--- config.mk ---
export PLATFORM = sky130hd
export DESIGN_NAME = epdma_hs_top
export DESIGN_NICKNAME = d
export VERILOG_FILES = /design/src/rtl/epdma_pkg.sv /design/src/rtl/epdma_cfg_reg.sv /design/src/rtl/epdma_byte_buf.sv /design/src/rtl/epdma_hs_fsm.sv /design/src/rtl/epdma_pin_route.sv /design/src/rtl/epdma_hs_top.sv
export SDC_FILE = /design/constraint.sdc
export NUM_CORES = 1
export LEC_CHECK = 0
export BUFFER_PORTS_ARGS = -buffer_cell sky130_fd_sc_hd__buf_2
export CAP_MARGIN = 20
export CORE_ASPECT_RATIO = 0.7
export CORE_MARGIN = 2
export CORE_UTILIZATION = 51
export DETAILED_ROUTE_END_ITERATION = 10
export HOLD_SLACK_MARGIN = 0.02
export PLACE_DENSITY_LB_ADDON = 0.05
export SETUP_SLACK_MARGIN = 0.1
export SLEW_MARGIN = 15
export SYNTH_ARGS = -nofsm -noshare
export SYNTH_HDL_FRONTEND = slang
export SYNTH_SLANG_ARGS = --single-unit
--- constraint.sdc ---
create_clock -name clk -period 2.9 [get_ports clk]
set_clock_uncertainty 0.05 [all_clocks]
set_input_delay 0.435 -clock clk [delete_from_list [all_inputs] [get_ports clk]]
set_output_delay 0.435 -clock clk [all_outputs]
set_load 0.03 [all_outputs]
--- src/rtl/epdma_pkg.sv ---
package epdma_pkg;

    localparam int IDX_W = 4;

    // Configuration word; bit order is what software sees
    typedef struct packed {
        logic             dir_rd;     // 1: DMA reads from the buffer
        logic             single_ch;  // 1: handshake on channel 1 pins
        logic             enable;     // arm bit
        logic [IDX_W-1:0] ep_idx;     // endpoint index
    } cfg_t;

    localparam int CFG_W = $bits(cfg_t);

    localparam logic [IDX_W-1:0] EP_FIRST_DMA = IDX_W'(1);
    localparam logic [IDX_W-1:0] EP_LAST_DMA  = IDX_W'(14);

    typedef enum logic [1:0] {
        HS_OFF  = 2'd0,
        HS_IDLE = 2'd1,
        HS_REQ  = 2'd2
    } hs_state_e;

endpackage

--- src/rtl/epdma_cfg_reg.sv ---
module epdma_cfg_reg
    import epdma_pkg::*;
(
    input  logic             clk,
    input  logic             rst_n,
    input  logic             wr_en,
    input  logic [CFG_W-1:0] wr_data,
    input  logic             eot,
    output cfg_t             cfg_q,
    output cfg_t             cfg_d,
    output logic             flush
);

    cfg_t wr_cfg;
    logic idx_ok;
    logic accept;
    logic eot_hit;

    always_comb begin
        wr_cfg  = cfg_t'(wr_data);
        idx_ok  = (wr_cfg.ep_idx >= EP_FIRST_DMA) && (wr_cfg.ep_idx <= EP_LAST_DMA);
        accept  = wr_en && (!wr_cfg.enable || idx_ok);
        eot_hit = eot && cfg_q.enable;
        flush   = (wr_en && !wr_cfg.enable) || eot_hit;

        cfg_d = cfg_q;
        if (accept) begin
            cfg_d = wr_cfg;
        end
        if (eot_hit) begin
            cfg_d.enable = 1'b0;
        end
    end

    always_ff @(posedge clk or negedge rst_n) begin
        if (!rst_n) begin
            cfg_q <= '0;
        end else begin
            cfg_q <= cfg_d;
        end
    end

endmodule

--- src/rtl/epdma_byte_buf.sv ---
module epdma_byte_buf #(
    parameter int DEPTH  = 8,
    parameter int DATA_W = 8,
    localparam int PTR_W = (DEPTH > 1) ? $clog2(DEPTH) : 1,
    localparam int CNT_W = $clog2(DEPTH + 1)
) (
    input  logic              clk,
    input  logic              rst_n,
    input  logic              push,
    input  logic [DATA_W-1:0] push_data,
    input  logic              pop,
    input  logic              flush,
    output logic [DATA_W-1:0] head,
    output logic [CNT_W-1:0]  cnt_q,
    output logic [CNT_W-1:0]  cnt_d
);

    typedef struct packed {
        logic [PTR_W-1:0] wr_ptr;
        logic [PTR_W-1:0] rd_ptr;
        logic [CNT_W-1:0] cnt;
    } buf_st_t;

    buf_st_t s_q, s_d;
    logic [DATA_W-1:0] mem [DEPTH];
    logic do_push;
    logic do_pop;

    function automatic logic [PTR_W-1:0] ptr_next(input logic [PTR_W-1:0] p);
        return (p == PTR_W'(DEPTH - 1)) ? '0 : p + PTR_W'(1);
    endfunction

    always_comb begin
        do_push = push && (s_q.cnt != CNT_W'(DEPTH)) && !flush;
        do_pop  = pop && (s_q.cnt != '0) && !flush;

        s_d = s_q;
        if (flush) begin
            s_d = '0;
        end else begin
            if (do_push) begin
                s_d.wr_ptr = ptr_next(s_q.wr_ptr);
            end
            if (do_pop) begin
                s_d.rd_ptr = ptr_next(s_q.rd_ptr);
            end
            case ({do_push, do_pop})
                2'b10:   s_d.cnt = s_q.cnt + CNT_W'(1);
                2'b01:   s_d.cnt = s_q.cnt - CNT_W'(1);
                default: s_d.cnt = s_q.cnt;
            endcase
        end
    end

    always_ff @(posedge clk or negedge rst_n) begin
        if (!rst_n) begin
            s_q <= '0;
        end else begin
            s_q <= s_d;
        end
    end

    always_ff @(posedge clk) begin
        if (do_push) begin
            mem[s_q.wr_ptr] <= push_data;
        end
    end

    assign head  = mem[s_q.rd_ptr];
    assign cnt_q = s_q.cnt;
    assign cnt_d = s_d.cnt;

endmodule

--- src/rtl/epdma_hs_fsm.sv ---
module epdma_hs_fsm
    import epdma_pkg::*;
#(
    parameter int DEPTH = 8,
    localparam int CNT_W = $clog2(DEPTH + 1)
) (
    input  logic             clk,
    input  logic             rst_n,
    input  logic             en_d,
    input  logic             dir_rd_d,
    input  logic [CNT_W-1:0] cnt_d,
    input  logic             ack,
    output logic             req,
    output logic             xfer
);

    hs_state_e state_q, state_d;
    logic can_move;

    always_comb begin
        can_move = dir_rd_d ? (cnt_d != '0) : (cnt_d != CNT_W'(DEPTH));
        if (!en_d) begin
            state_d = HS_OFF;
        end else if (can_move) begin
            state_d = HS_REQ;
        end else begin
            state_d = HS_IDLE;
        end
    end

    always_ff @(posedge clk or negedge rst_n) begin
        if (!rst_n) begin
            state_q <= HS_OFF;
        end else begin
            state_q <= state_d;
        end
    end

    assign req  = (state_q == HS_REQ);
    assign xfer = req && ack;

endmodule

--- src/rtl/epdma_pin_route.sv ---
module epdma_pin_route (
    input  logic single_ch,
    input  logic req,
    input  logic ch1_ack,
    input  logic ch2_ack,
    output logic ch1_req,
    output logic ch2_req,
    output logic ack
);

    always_comb begin
        ch1_req = single_ch && req;
        ch2_req = !single_ch && req;
        ack     = single_ch ? ch1_ack : ch2_ack;
    end

endmodule

--- src/rtl/epdma_hs_top.sv ---
module epdma_hs_top
    import epdma_pkg::*;
#(
    parameter int DEPTH  = 8,
    parameter int DATA_W = 8
) (
    input  logic              clk,
    input  logic              rst_n,
    input  logic              cfg_we,
    input  logic [CFG_W-1:0]  cfg_wdata,
    output logic [CFG_W-1:0]  cfg_rdata,
    input  logic              dma_eot,
    output logic              ch1_req,
    input  logic              ch1_ack,
    output logic              ch2_req,
    input  logic              ch2_ack,
    input  logic [DATA_W-1:0] dma_wdata,
    output logic [DATA_W-1:0] dma_rdata,
    input  logic              usb_wr_en,
    input  logic [DATA_W-1:0] usb_wr_data,
    input  logic              usb_rd_en,
    output logic [DATA_W-1:0] usb_rd_data
);

    localparam int CNT_W = $clog2(DEPTH + 1);

    cfg_t              cfg_q, cfg_d;
    logic              flush;
    logic              hs_req;
    logic              hs_ack;
    logic              xfer;
    logic              buf_push;
    logic              buf_pop;
    logic [DATA_W-1:0] buf_wdata;
    logic [DATA_W-1:0] buf_head;
    logic [CNT_W-1:0]  buf_cnt_q;
    logic [CNT_W-1:0]  buf_cnt_d;

    epdma_cfg_reg u_cfg (
        .clk     (clk),
        .rst_n   (rst_n),
        .wr_en   (cfg_we),
        .wr_data (cfg_wdata),
        .eot     (dma_eot),
        .cfg_q   (cfg_q),
        .cfg_d   (cfg_d),
        .flush   (flush)
    );

    // Direction decides which side fills and which side drains
    always_comb begin
        if (cfg_q.dir_rd) begin
            buf_push  = usb_wr_en;
            buf_wdata = usb_wr_data;
            buf_pop   = xfer;
        end else begin
            buf_push  = xfer;
            buf_wdata = dma_wdata;
            buf_pop   = usb_rd_en;
        end
    end

    epdma_byte_buf #(.DEPTH(DEPTH), .DATA_W(DATA_W)) u_buf (
        .clk       (clk),
        .rst_n     (rst_n),
        .push      (buf_push),
        .push_data (buf_wdata),
        .pop       (buf_pop),
        .flush     (flush),
        .head      (buf_head),
        .cnt_q     (buf_cnt_q),
        .cnt_d     (buf_cnt_d)
    );

    epdma_hs_fsm #(.DEPTH(DEPTH)) u_fsm (
        .clk      (clk),
        .rst_n    (rst_n),
        .en_d     (cfg_d.enable),
        .dir_rd_d (cfg_d.dir_rd),
        .cnt_d    (buf_cnt_d),
        .ack      (hs_ack),
        .req      (hs_req),
        .xfer     (xfer)
    );

    epdma_pin_route u_route (
        .single_ch (cfg_q.single_ch),
        .req       (hs_req),
        .ch1_ack   (ch1_ack),
        .ch2_ack   (ch2_ack),
        .ch1_req   (ch1_req),
        .ch2_req   (ch2_req),
        .ack       (hs_ack)
    );

    assign cfg_rdata   = cfg_q;
    assign dma_rdata   = buf_head;
    assign usb_rd_data = buf_head;

endmodule

* After elaboration in Yosys (flattened, before gate mapping) *
Memory sizes are Yosys's and may differ from the RTL's.
Cells that the tools add are included.

cells by class
  add/subtract/negate cells = 4
  magnitude comparators = 2
  equality and inequality tests = 7
  mux-type cells = 17
  reductions and logical operators = 20

operators with widths
  operator                                                count
  two-way mux 3 bit                                       4
  logical AND 1 bit                                       11
  two-way mux 10 bit                                      1
  two-way mux 8 bit                                       1
  inequality test 4 bit (second input constant)           2
  case mux 4 bit (2 select lines)                         1
  nonzero test 4 bit                                      2
  two-way mux 1 bit                                       7
  two-way mux 7 bit                                       1
  adder 3 x 1 -> 3 bit (second input constant)            2
  equality test 3 bit (second input constant)             2
  adder 4 x 1 -> 4 bit (second input constant)            1
  equality test 2 bit (second input constant)             2
  >= comparator 4 x 1 -> 1 bit (second input constant)    1
  less-or-equal comparator 4 bit (second input constant)  1
  two-way mux 2 bit                                       2
  nonzero test 2 bit                                      2
  subtractor 4 x 1 -> 4 bit (second input constant)       1
  logical NOT 1 bit                                       3
  equality test 2 x 1 -> 1 bit (second input constant)    1
  logical OR 1 bit                                        2

storage, ports and cells
  register bits after elaboration = 19
  bits in writable memories = 64
  bits of input ports = 31
  output and inout port bits = 25
  word-level logic and storage cells = 59
  memories kept = 1

memories
  name       depth  bits a word  read ports  clocked after Yosys merged registers in  write ports  line                  text
  u_buf.mem  8      8            1           0                                        1            epdma_byte_buf.sv:25  logic [DATA_W-1:0] mem [DEPTH];

* Depth between registers and ports, before layout *
  word-level depth = 12
  depth in mapped cells = 12
  gate-level depth less buffers = 12

* By module *
Synthesis repeated with hierarchy kept, for this count alone.

unflattened totals
  cell total of the unflattened synthesis = 251
  area total of the unflattened synthesis = 3975.1 sq um

modules (own cells, without submodules)
  module           times used  cells each  area an instance (sq um)  seq. area each (sq um)
  epdma_byte_buf   1           172         3170.5                    2172.1
  epdma_cfg_reg    1           49          456.7                     175.2
  epdma_hs_top     1           19          221.5                     0.0
  epdma_hs_fsm     1           8           95.1                      50.0
  epdma_pin_route  1           3           31.3                      0.0

* Worst setup path before layout *
Ideal clock, no wire load.

  kind = register to register
  start point = register u_cfg.cfg_q[6] (netlist name)
  end point = register u_fsm.state_q[0]
  library setup time = 0.121 ns
  data arrival time = 3.161 ns
  required time = 2.729 ns
  setup slack = -0.432 ns
  stages on the path, launching flop included = 11
  buffers on the path = 1
  period minus slack after synthesis = 3.332 ns
  cell sequence = dfrtp_1 -> clkbuf_1 -> nor2_1 -> a221oi_1 -> nor2b_1 -> ha_1 -> or4b_4 -> nand4_2 -> o211ai_2 -> or3_1 -> and4b_1

between the ends
  cells in the longest elaborated chain, start to end = 10
  elaborated cells on any way between the ends = 16
  classes of those cells = eq/ne (3); mux (8); reduce/logical (5)

ends and longest elaborated chain
  item                                                                 line                                        text
  two-way mux 1 bit                                                    epdma_hs_top.sv:52                          if (cfg_q.dir_rd) begin
  logical AND 1 bit, on equally long branches (2 in a row)             epdma_byte_buf.sv:35, epdma_byte_buf.sv:34
  equality test 2 x 1 -> 1 bit or equality test 2 bit (tied branches)  epdma_byte_buf.sv:47                        case ({do_push, do_pop})
  case mux 4 bit (2 select lines)                                      epdma_byte_buf.sv:47
  two-way mux 10 bit                                                   epdma_byte_buf.sv:38                        if (flush) begin
  inequality test 4 bit or nonzero test 4 bit (tied branches)          epdma_hs_fsm.sv:21                          can_move = dir_rd_d ? (cnt_d != '0) : (cnt_d != CNT_W'(DEPTH));
  two-way mux 1 bit *                                                  epdma_hs_fsm.sv:21
  two-way mux 2 bit *                                                  epdma_hs_fsm.sv:24                          end else if (can_move) begin
  two-way mux 2 bit *                                                  epdma_hs_fsm.sv:22                          if (!en_d) begin
  named net u_fsm.state_d[0]                                           epdma_hs_fsm.sv:17                          hs_state_e state_q, state_d;
  to (signal assigned)                                                 epdma_hs_fsm.sv:35                          state_q <= state_d;
  to (decl)                                                            epdma_hs_fsm.sv:17

Mark *: on every way through the listed nets, which the timed path passes. The rest lies on a longest branch.
A chain may end at the register's enable or synchronous reset.

* Worst setup path in the final report *
  start point = register u_cfg.cfg_q[5] (netlist name)
  end point = register u_fsm.state_q[0]

between the ends
  cells in the longest elaborated chain, start to end = 12
  elaborated cells on any way between the ends = 17
  classes of those cells = eq/ne (3); mux (8); reduce/logical (6)

ends and longest elaborated chain
  item                                                                 line                                        text
  two-way mux 1 bit *                                                  epdma_pin_route.sv:14                       ack = single_ch ? ch1_ack : ch2_ack;
  logical AND 1 bit *                                                  epdma_hs_fsm.sv:40                          assign xfer = req && ack;
  two-way mux 1 bit                                                    epdma_hs_top.sv:52
  logical AND 1 bit, on equally long branches (2 in a row)             epdma_byte_buf.sv:35, epdma_byte_buf.sv:34
  equality test 2 x 1 -> 1 bit or equality test 2 bit (tied branches)  epdma_byte_buf.sv:47
  case mux 4 bit (2 select lines) *                                    epdma_byte_buf.sv:47
  two-way mux 10 bit *                                                 epdma_byte_buf.sv:38
  inequality test 4 bit or nonzero test 4 bit (tied branches)          epdma_hs_fsm.sv:21
  two-way mux 1 bit *                                                  epdma_hs_fsm.sv:21
  two-way mux 2 bit *                                                  epdma_hs_fsm.sv:24
  two-way mux 2 bit *                                                  epdma_hs_fsm.sv:22
  named net u_fsm.state_d[0]                                           epdma_hs_fsm.sv:17

Marked as above.

==> metrics <==
final hold vios=0; # rows=26; Synth warnings=0; Leakage=1.763 nW; post-route setup slack=between 0.05 and 0.06 ns; mux cell area share after synthesis=17.32%; Final Core Density=62.30%; compound-gate portion of the synthesized area=3.511%; PortBufs=55; Crit. Startpoint=u_cfg.cfg_q[5]; CP Launch Type=flip-flop; Initial Utilization=about 52%; Die ar.=between 8000 and 9000 um^2; post-synth net total=273; EDFF count, synth=64; synthesized area per cell=approximately 16 um^2; post-synthesis async set-or-reset flop share=22.89%; FILL cells=552; final WL=7110 um; synthesized area=approximately 3700 um^2; CTS H-tree depth=3; Residual DRC=0; worst reg-to-reg setup slack=0.05 ns; ANT nets after route=0; unrepaired setup endpoints after global routing=yes; Final #Nets=347; I/O Pins=56; leading area contributor after synthesis=edfxtp_1; status=finished, final reports clean; Critical Path RT=3.09 ns; Min-Delay Path Class=in -> reg; number of global-route vias before repair=2,112; Worst setup EP type=flip-flop; Yosys reg bits=83; Multi-input gate area=1290 um^2; Max-slew headroom=63.34%; Worst R2R Start=u_cfg.cfg_q[5]; Synth Area in Simple Gates=8.425%; Max Slew Vio Count=0; post-synthesis cell type count=43; Worst IR Drop VDD=0.0004686 V; drt first pass iters=4; minimum clock period=approximately 2.8 ns; DR vias=2,220; Core Area=7189 um^2; Worst Min Path Start=cfg_wdata[5]; crit-path max FO=5; Inserted Diodes=0; Die W=106.4 um; Worst Tran Pin Value=between 0.5 and 0.6 ns; WL/cell=around 17 um; worst-case clock buffer depth=2; GRT Resource Usage Total=19.56%; Post-Synth XOR/XNOR Area=0.9361%; max-capacitance violation count=0; Clock transition at path regs=0.08 ns; first-pass GRT wire length=11,220 um; Crit Path Class=reg -> reg; GP Congestion=a little under 0.8; initial antenna violation count=0; FMAX=351.0 MHz; pwr dens=828.8 nW/um^2; largest net degree at the start of global routing=20; CTS tree=done; setup_tns=0 ns; Setup Viol. Count Final=0; Synth area leaders=edfxtp_1 51%, dfrtp_1 13%, mux4_2 9.6%, mux2_2 6.6%, ha_1 2.3%; ys flop type=edfxtp_1; fin crit share=between 90% and 100%; Num CTS Buffers=9; gr ovfl total=0; DR vias/cell=5.388; Post-DP HPWL=4912 um; dpl ws=-0.02115 ns; post-synthesis sequential area ratio=64.06%; largest family of logic cells by synthesized area=multiplexers; Cells after Synth=235; Hold WS=0.2774 ns; share of layout cells above drive strength 1=47.13%; flip-flop and latch area=2399 um^2; adder-cell area share of the yosys netlist=under 10%; Root Driver=clkbuf_8; CTS sink count=83; Synth top area share=51.35%; WP data arrival=3.04 ns; DR iter-0 viols=120; die height=75.67 um; area grow syn2layout=19.69%; clk_lat worst skew=between 0.3 and 0.4 ns
==> where the power goes <==
part	internal, mW	switching (mW)
registers	1.43	0.0807
clock network	0.318	0.410
logic	0.654	0.825
total	2.40	1.32
==> Yosys cell counts (4+ instances only) <==
library cell  count
a21oi_1           5
buf_4             9
dfrtp_1          19
edfxtp_1         64
ha_1              7
inv_1             7
mux2_2           22
mux2i_1           4
mux4_2           16
nand2_1           7
nor2_1           18
nor3_1            5
or3_1             4
==> placed cells by master (no fill, tap or decap), types with 2 or more instances in the layout <==
cell / instances
dfrtp_1: 18
nor3_1: 4
nand2_1: 7
ha_1: 5
inv_1: 7
clkinv_2: 3
nand4_1: 2
buf_4: 24
edfxtp_1: 64
mux4_2: 16
nand2b_1: 3
xor2_1: 3
nor2_1: 18
clkbuf_8: 9
a21o_1: 2
nand3b_1: 3
a21oi_1: 4
mux2i_1: 4
o21ai_0: 2
clkinv_4: 2
mux2_2: 21
buf_2: 55
nor2b_1: 2
or3_1: 3
==> path summary, 6_finish.rpt <==
check                                         to  cells after the start
worst min register to register    u_cfg.cfg_q[0]                      1
worst max-delay path            u_fsm.state_q[0]                     10
min in group asynchronous         u_buf.cnt_q[2]                      2
max in group asynchronous         u_cfg.cfg_q[6]                      2
worst min-delay path              u_cfg.cfg_q[5]                      2
worst max register to register  u_fsm.state_q[0]                     10
==> what timing repair did <==
action                                 CTS  global route
resized for setup                        0             5
endpoints found under the hold margin   19             0
setup buffers                            1             2
hold buffers                             1             0
setup endpoints to repair                2             3
pin swaps                                7             3
==> logic make-up (layout without fill, tap and decap cells) <==
| group | Yosys count | after routing |
|---|---|---|
| simple gates | 57 | 57 |
| buf+inv | 24 | 103 |
| flops | 83 | 83 |
| mux | 42 | 42 |
| fa+ha+maj | 7 | 7 |
| compound gates | 18 | 18 |
| xor+xnor | 4 | 4 |
==> through the flow <==
step                std cells  cell area [um^2]  total power, mW
finish                    412              4479            3.713
global route              412              4479            3.924
global placement          392              4249            2.927
floorplan                 235              3801            2.618
detailed placement        392              4249            2.948
CTS                       410              4443            3.696
==> layout make-up <==
| type | count | area share [%] |
|---|---|---|
| clock buffer | 9 | 2.765 |
| multi-input combinational | 128 | 28.80 |
| sequential | 83 | 53.55 |
| clock inverter | 7 | 1.173 |
| inverter | 7 | 0.5866 |
| tap | 98 | 2.737 |
| timing repair buffer | 80 | 10.39 |
==> critical path, cell delays in order, from the launching register on <==
cell and delay, ns:
dfrtp_1 0.40, mux2_4 0.20, nand3b_1 0.13, a221o_1 0.39, or2_4 0.26, ha_4 0.18
or4b_4 0.22, o21ai_1 0.06, a22o_2 0.27, or3_4 0.38, and4b_1 0.20
==> flip-flops by register name, indices dropped and copies added, names as in the netlist <==
| signal | cells |
|---|---|
| u_buf.cnt_q | 4 |
| u_buf.mem | 64 |
| u_buf.s_q | 6 |
| u_cfg.cfg_q | 7 |
| u_fsm.state_q | 2 |
==> per-layer routing <==
metal | part of all wire [%] | global-route usage [%]
met5 | 0 | 0
met4 | 1.3 | 5.702
met3 | 4.3 | 5.731
met2 | 46 | 30.77
met1 | 48 | 27.23
No activity file was read; power rests on OpenSTA's default activity.
